File: src/rtl/asc_pkg.sv
package asc_pkg;
  localparam logic [7:0] CT_HEARTBEAT = 8'h01;
  localparam logic [7:0] CT_DRIVE     = 8'h02;
  localparam logic [7:0] CT_STOP      = 8'h03;
  localparam logic [7:0] CT_ARM       = 8'h04;
  localparam logic [7:0] CT_GAIN      = 8'h05;

  typedef enum logic [7:0] {
    ERR_NONE     = 8'd0,
    ERR_LEN      = 8'd1,
    ERR_CRC      = 8'd2,
    ERR_STOP     = 8'd3,
    ERR_DISARMED = 8'd4
  } err_e;

  // decoded outcome of one command
  typedef struct packed {
    logic respond;
    logic nack;
    err_e err;
    logic stamp_hb;
    logic load_drive;
    logic stop_we;
    logic stop_val;
    logic arm_we;
    logic arm_val;
    logic zero_sp;
    logic load_gain;
  } action_t;
endpackage

File: src/rtl/asc_decode.sv
module asc_decode
  import asc_pkg::*;
#(
  parameter int SP_BYTES   = 2,
  parameter int GAIN_BYTES = 4
) (
  input  logic       cmd_valid,
  input  logic [7:0] cmd_type,
  input  logic [7:0] cmd_len,
  input  logic [7:0] first_byte,
  input  logic       stop_q,
  input  logic       armed_q,
  output action_t    act
);
  localparam logic [7:0] DRIVE_MIN = 8'(2 * SP_BYTES);
  localparam logic [7:0] GAIN_MIN  = 8'(3 * GAIN_BYTES);

  logic req_on;
  assign req_on = (first_byte != 8'd0);

  always_comb begin
    act     = '0;
    act.err = ERR_NONE;
    if (cmd_valid) begin
      case (cmd_type)
        CT_HEARTBEAT: begin
          act.respond  = 1'b1;
          act.stamp_hb = 1'b1;
        end
        CT_DRIVE: begin
          act.respond = 1'b1;
          if (cmd_len < DRIVE_MIN) begin
            act.nack = 1'b1; act.err = ERR_LEN;
          end else if (stop_q) begin
            act.nack = 1'b1; act.err = ERR_STOP;
          end else if (!armed_q) begin
            act.nack = 1'b1; act.err = ERR_DISARMED;
          end else begin
            act.load_drive = 1'b1;
            act.stamp_hb   = 1'b1;
          end
        end
        CT_STOP: begin
          act.respond = 1'b1;
          if (cmd_len == 8'd0) begin
            act.nack = 1'b1; act.err = ERR_LEN;
          end else begin
            act.stop_we  = 1'b1;
            act.stop_val = req_on;
            act.zero_sp  = req_on;
          end
        end
        CT_ARM: begin
          act.respond = 1'b1;
          if (cmd_len == 8'd0) begin
            act.nack = 1'b1; act.err = ERR_LEN;
          end else if (stop_q && req_on) begin
            act.nack = 1'b1; act.err = ERR_STOP;
          end else begin
            act.arm_we  = 1'b1;
            act.arm_val = req_on;
            act.zero_sp = !req_on;
          end
        end
        CT_GAIN: begin
          act.respond = 1'b1;
          if (cmd_len < GAIN_MIN) begin
            act.nack = 1'b1; act.err = ERR_LEN;
          end else begin
            act.load_gain = 1'b1;
          end
        end
        default: ;
      endcase
    end
  end
endmodule

File: src/rtl/asc_state.sv
module asc_state
  import asc_pkg::*;
#(
  parameter int MAX_PAY = 12,
  parameter int TIME_W  = 32,
  parameter int SP_W    = 16,
  parameter int GAIN_W  = 32
) (
  input  logic                    clk,
  input  logic                    rst_n,
  input  action_t                 act,
  input  logic [MAX_PAY*8-1:0]    payload,
  input  logic [TIME_W-1:0]       ms_time,
  output logic                    armed_q,
  output logic                    stop_q,
  output logic [SP_W-1:0]         speed_q,
  output logic [SP_W-1:0]         steer_q,
  output logic [TIME_W-1:0]       hb_q,
  output logic [2:0][GAIN_W-1:0]  gain_q,
  output logic                    gain_upd_q
);
  localparam int SPB = SP_W / 8;
  localparam int GB  = GAIN_W / 8;

  logic [SP_W-1:0]        speed_in, steer_in, speed_d, steer_d;
  logic [2:0][GAIN_W-1:0] gain_in;
  logic                   armed_d, stop_d, sp_en;

  // big-endian unpacking: lowest payload byte is most significant
  for (genvar k = 0; k < SPB; k++) begin : g_sp_byte
    assign speed_in[8*(SPB-1-k) +: 8] = payload[8*k +: 8];
    assign steer_in[8*(SPB-1-k) +: 8] = payload[8*(SPB+k) +: 8];
  end
  for (genvar g = 0; g < 3; g++) begin : g_word
    for (genvar k = 0; k < GB; k++) begin : g_byte
      assign gain_in[g][8*(GB-1-k) +: 8] = payload[8*(g*GB+k) +: 8];
    end
  end

  // next-state
  always_comb begin
    armed_d = act.arm_we  ? act.arm_val  : armed_q;
    stop_d  = act.stop_we ? act.stop_val : stop_q;
    sp_en   = act.load_drive | act.zero_sp;
    speed_d = act.zero_sp ? '0 : speed_in;
    steer_d = act.zero_sp ? '0 : steer_in;
  end

  // registers with explicit enables
  always_ff @(posedge clk or negedge rst_n) begin
    if (!rst_n) begin
      armed_q    <= 1'b0;
      stop_q     <= 1'b0;
      speed_q    <= '0;
      steer_q    <= '0;
      hb_q       <= '0;
      gain_q     <= '0;
      gain_upd_q <= 1'b0;
    end else begin
      armed_q <= armed_d;
      stop_q  <= stop_d;
      if (sp_en) begin
        speed_q <= speed_d;
        steer_q <= steer_d;
      end
      if (act.stamp_hb) hb_q <= ms_time;
      if (act.load_gain) begin
        gain_q     <= gain_in;
        gain_upd_q <= 1'b1;
      end
    end
  end
endmodule

File: src/rtl/asc_resp.sv
module asc_resp
  import asc_pkg::*;
(
  input  logic       clk,
  input  logic       rst_n,
  input  action_t    act,
  input  logic [7:0] cmd_type,
  output logic       rsp_valid,
  output logic       rsp_nack,
  output logic [7:0] rsp_cmd,
  output logic [7:0] rsp_err
);
  logic       valid_d, nack_d;
  logic [7:0] err_d;

  always_comb begin
    valid_d = act.respond;
    nack_d  = act.respond & act.nack;
    err_d   = act.nack ? 8'(act.err) : 8'd0;
  end

  always_ff @(posedge clk or negedge rst_n) begin
    if (!rst_n) begin
      rsp_valid <= 1'b0;
      rsp_nack  <= 1'b0;
      rsp_cmd   <= '0;
      rsp_err   <= '0;
    end else begin
      rsp_valid <= valid_d;
      if (valid_d) begin
        rsp_nack <= nack_d;
        rsp_cmd  <= cmd_type;
        rsp_err  <= err_d;
      end
    end
  end
endmodule

File: src/rtl/arm_stop_ctrl.sv
module arm_stop_ctrl
  import asc_pkg::*;
#(
  parameter int MAX_PAY = 12,
  parameter int TIME_W  = 32,
  parameter int SP_W    = 16,
  parameter int GAIN_W  = 32
) (
  input  logic                 clk,
  input  logic                 rst_n,
  input  logic                 cmd_valid,
  input  logic [7:0]           cmd_type,
  input  logic [7:0]           cmd_len,
  input  logic [MAX_PAY*8-1:0] cmd_payload,
  input  logic [TIME_W-1:0]    ms_time,
  output logic                 rsp_valid,
  output logic                 rsp_nack,
  output logic [7:0]           rsp_cmd,
  output logic [7:0]           rsp_err,
  output logic                 armed,
  output logic                 stop_active,
  output logic [SP_W-1:0]      speed,
  output logic [SP_W-1:0]      steer,
  output logic [TIME_W-1:0]    hb_time,
  output logic [GAIN_W-1:0]    gain_p,
  output logic [GAIN_W-1:0]    gain_i,
  output logic [GAIN_W-1:0]    gain_d,
  output logic                 gain_updated
);
  localparam int SP_BYTES   = SP_W / 8;
  localparam int GAIN_BYTES = GAIN_W / 8;

  // reset asserted asynchronously, released on the clock
  logic [1:0] rst_sync_q;
  logic       core_rst_n;
  always_ff @(posedge clk or negedge rst_n) begin
    if (!rst_n) rst_sync_q <= 2'b00;
    else        rst_sync_q <= {rst_sync_q[0], 1'b1};
  end
  assign core_rst_n = rst_sync_q[1];

  action_t                act;
  logic [2:0][GAIN_W-1:0] gain_q;

  asc_decode #(.SP_BYTES(SP_BYTES), .GAIN_BYTES(GAIN_BYTES)) u_decode (
    .cmd_valid (cmd_valid),
    .cmd_type  (cmd_type),
    .cmd_len   (cmd_len),
    .first_byte(cmd_payload[7:0]),
    .stop_q    (stop_active),
    .armed_q   (armed),
    .act       (act)
  );

  asc_state #(.MAX_PAY(MAX_PAY), .TIME_W(TIME_W), .SP_W(SP_W), .GAIN_W(GAIN_W)) u_state (
    .clk       (clk),
    .rst_n     (core_rst_n),
    .act       (act),
    .payload   (cmd_payload),
    .ms_time   (ms_time),
    .armed_q   (armed),
    .stop_q    (stop_active),
    .speed_q   (speed),
    .steer_q   (steer),
    .hb_q      (hb_time),
    .gain_q    (gain_q),
    .gain_upd_q(gain_updated)
  );

  asc_resp u_resp (
    .clk      (clk),
    .rst_n    (core_rst_n),
    .act      (act),
    .cmd_type (cmd_type),
    .rsp_valid(rsp_valid),
    .rsp_nack (rsp_nack),
    .rsp_cmd  (rsp_cmd),
    .rsp_err  (rsp_err)
  );

  assign gain_p = gain_q[0];
  assign gain_i = gain_q[1];
  assign gain_d = gain_q[2];
endmodule

File: config.mk
export PLATFORM = sky130hd
export DESIGN_NAME = arm_stop_ctrl
export DESIGN_NICKNAME = d
export VERILOG_FILES = /design/src/rtl/asc_pkg.sv /design/src/rtl/asc_decode.sv /design/src/rtl/asc_state.sv /design/src/rtl/asc_resp.sv /design/src/rtl/arm_stop_ctrl.sv
export SDC_FILE = /design/constraint.sdc
export NUM_CORES = 1
export LEC_CHECK = 0
export BUFFER_PORTS_ARGS = -buffer_cell sky130_fd_sc_hd__buf_2
export CAP_MARGIN = 20
export CORE_MARGIN = 2
export CORE_UTILIZATION = 30
export DETAILED_ROUTE_END_ITERATION = 6
export GPL_TIMING_DRIVEN = 0
export RECOVER_POWER = 100
export SLEW_MARGIN = 20
export SYNTH_ARGS = -nofsm -noshare
export SYNTH_HDL_FRONTEND = slang
export SYNTH_SLANG_ARGS = --single-unit
File: constraint.sdc
create_clock -name clk -period 15 [get_ports clk]
set_input_delay 1.5 -clock clk [delete_from_list [all_inputs] [get_ports clk]]
set_output_delay 1.5 -clock clk [all_outputs]
set_load 0.1 [all_outputs]
==> impl_metrics.csv <==
group,metric,value,unit
clock_tree,cts.sinks,178,
detailed_routing,wl,20050,µm
clock_tree,postCtsSetupRepairBufs,0,
global_route,grt_pass1_wl,30480,µm
sta,slew_violations,152,
setup_path,required,15.30,ns
logic_synthesis,async_reset_ff_share,100.0,%
sta,whs,0.3559,ns
pwr,total_leakage_power,4.540,nW
logic_synthesis,synth_seq_cells,178,
logic_synthesis,syn_inst,518,
logic_synthesis,synth_common_cells,"178 x dfrtp_1, 99 x mux2_2, 38 x o21ai_0",
finish,final_util,40.33,%
logic_synthesis,synth_area,7106,µm²
floorplanning,die_w,157.9,µm
flow_run,drv_cap,4,
logic_synthesis,synth.distinct_cells,42,
setup_path,cp.arrival,5.81,ns
logic_synthesis,synth_area_per_cell,13.72,µm²
finish,n_fill_cell,2374,
detailed_routing,vias,5469,
hold_path,holdPathEnd,"rst_sync_q[1]$_DFF_PN0_",
finish,drive_gt1_share,32.08,%
clock_tree,cts.hold.buffers_added,0,
setup_path,worst_setup_path_end_kind,"register",
global_route,antenna_found_initial,2,
pwr,power.total,1.146,mW
sta,rsz0062_at_grt,"no",
setup_path,rrSetupSlack,9.80,ns
clock_tree,postCtsResizedCells,0,
placed_design,dp_hpwl,15060,µm
global_route,grt-ovfl-total,0,
sta,final.setup.tns,0,ns
setup_path,crit_path_start_kind,"input pin",
sta,clock_skew,0.01365,ns
pwr,ir_worst_vdd,0.06166,mV
logic_synthesis,ys_warn_count,0,
floorplanning,die_h,157.9,µm
global_route,grt.total_usage,15.93,%
logic_synthesis,synthTopCellsByArea,"dfrtp_1 63%, mux2_2 16%, mux2_1 4.8%",
logic_synthesis,synth_top_cell_by_area,"dfrtp_1",
hold_path,hold_start,"rst_sync_q[0]$_DFF_PN0_",
pwr,p_per_area,121.8,nW/µm²
clock_tree,cts_made_buffers,17,
detailed_routing,antenna_left,0,
logic_synthesis,synth-main-ff-cell,"dfrtp_1",
logic_synthesis,synth.top_cell.area_share,62.69,%
setup_path,r2r_start,"rst_sync_q[1]$_DFF_PN0_",
floorplanning,io_pins,328,
hold_path,hold_path.class,"reg2reg",
sta,worst_pin_slew,2.881,ns
placed_design,io_buffers,322,
placed_design,routabilityCongestion,0.8125,
clock_tree,cts.clk_slew.worst_paths,0.07,ns
sta,period_needed,5.506,ns
setup_path,r2r-end,"u_state.gain_q[23]$_DFFE_PN0P_",
clock_tree,htree_levels,4,
detailed_routing,drtPass1Iterations,4,
sta,max_slew_margin,-92.08,%
status,violations,"capacitance limit, slew limit",
status,status,"complete, but fails checks",
sta,fmax,181.6,MHz
setup_path,cp_common_cell,"clkbuf_1",
global_route,first_global_vias,5530,
clock_tree,clock_latency,0.42,ns
hold_path,hold_depth,0,
clock_tree,cts_tree,"done",
logic_synthesis,yosysMostFrequentCell,"dfrtp_1",
floorplanning,rows,56,
floorplanning,start_util,30.45,%
clock_tree,ctsLongestPathBuffers,2,
setup_path,crit_type,"in2reg",
finish,syn_to_final_growth,32.44,%
detailed_routing,drc,0,
detailed_routing,viasPerCell,4.558,
detailed_routing,drt-initial-drc-count,145,
detailed_routing,wl_per_cell,16.70,µm
clock_tree,clockRootBuffer,"clkbuf_16",
logic_synthesis,ys_seq_area_share,62.69,%
finish,nets,1013,
floorplanning,design.core.area,23330,µm²
sta,fin_crit_sh,36.71,%
sta,setup_violations,0,
setup_path,reg2regPathDepth,2,
setup_path,max_stage_delay,1.47,ns
logic_synthesis,synth_edf_count,0,
setup_path,critPathSlowestCell,"nor4b_1",
setup_path,worstPathCellList,"clkbuf_1 > nor4_1 > nand2_1 > nor4b_1 > clkbuf_1 > clkbuf_1 > mux2_1",
floorplanning,die-area,24930,µm²
setup_path,cp_max_fo,10,
global_route,grt_max_degree,55,
sta,hold_viol_final,0,
[flip-flops by register name, summed over array words and instances (netlist names)]
register,count
rst_sync_q,2
u_state.gain_q,96
u_state.armed_q,1
u_state.gain_upd_q,1
u_state.stop_q,1
u_resp.rsp_err,3
u_resp.rsp_cmd,8
u_state.speed_q,16
u_state.hb_q,32
u_state.steer_q,16
u_resp.rsp_nack,1
u_resp.rsp_valid,1
[placed cells by master, fill, tap and decap left out, types with 3 or more instances in the layout]
cell / instances
mux2_2: 99
nand2_1: 6
clkinvlp_4: 4
and2_0: 4
nor2b_1: 6
buf_4: 5
mux2_1: 30
or4_1: 3
o21ai_0: 38
clkbuf_16: 17
conb_1: 6
dfrtp_1: 178
a21oi_1: 36
and2_1: 3
buf_2: 142
nand3_1: 34
inv_6: 4
clkinv_2: 3
clkbuf_1: 215
nor4_1: 4
nand2b_1: 4
buf_1: 3
[power by group]
group	switching, mW	internal, mW	leakage [nW]
registers	0.0108	0.498	2.44
logic	0.172	0.0352	1.83
clock network	0.200	0.231	0.263
[cell type report]
type                       instances  area [µm²]  area share [%]
timing repair buffer             325        1396           14.84
clock inverter                    14       127.6           1.356
clock buffer                      18       429.2           4.561
buffer                            39       166.4           1.768
sequential                       178        4454           47.33
antenna                            2       5.005         0.05318
inverter                           2       7.507         0.07978
multi-input combinational        303        2425           25.77
tap                              319       399.1           4.241
[cell families after synthesis]
| group | share of synthesized area (%) |
|---|---|
| AOI/OAI and AO/OA | 7.044 |
| buffers and inverters | 2.976 |
| DFF | 62.69 |
| muxes | 20.58 |
| other | 0.1057 |
| and+or+nand+nor | 6.603 |
[through the flow]
step / cell area [µm²] / std cells / setup WS (ns)
after global routing: 9410 / 1200 / 8.461
after floorplan: 7121 / 522 / 9.673
after CTS: 9767 / 1198 / 11.29
after global placement: 9131 / 1163 / 7.317
after detailed placement: 9210 / 1166 / 10.85
final: 9410 / 1200 / 9.494
[metal layers]
layer / GRT usage, % / part of all wire (%)
met1: 19.72 / 41
met2: 26.21 / 49
met3: 5.283 / 7.6
met4: 5.238 / 1.6
met5: 0 / 0
[how the worst max path moves through the flow]
stage,end,slack [ns],startpoint,cells past startpoint
final,u_state.gain_q[34]$_DFFE_PN0P_,9.49,cmd_type[3],7
after global routing,u_state.speed_q[12]$_DFFE_PN0P_,8.46,rst_sync_q[1]$_DFF_PN0_,2
after CTS,u_state.gain_q[34]$_DFFE_PN0P_,11.29,cmd_type[3],7
after detailed placement,u_state.gain_q[34]$_DFFE_PN0P_,10.85,cmd_type[3],7
after global placement,u_state.hb_q[8]$_DFFE_PN0P_,7.32,rst_sync_q[1]$_DFF_PN0_,0
after floorplan,u_resp.rsp_cmd[0]$_DFFE_PN0P_,9.67,rst_sync_q[1]$_DFF_PN0_,0
[worst max-delay path: cells and delay by family]
| family | cells | cell delay (ns) |
|---|---|---|
| buffers and inverters | 3 | 1.18 |
| multiplexers | 1 | 0.39 |
| AND/OR/NAND/NOR | 3 | 2.74 |
Power figures use the tool's default switching activity.
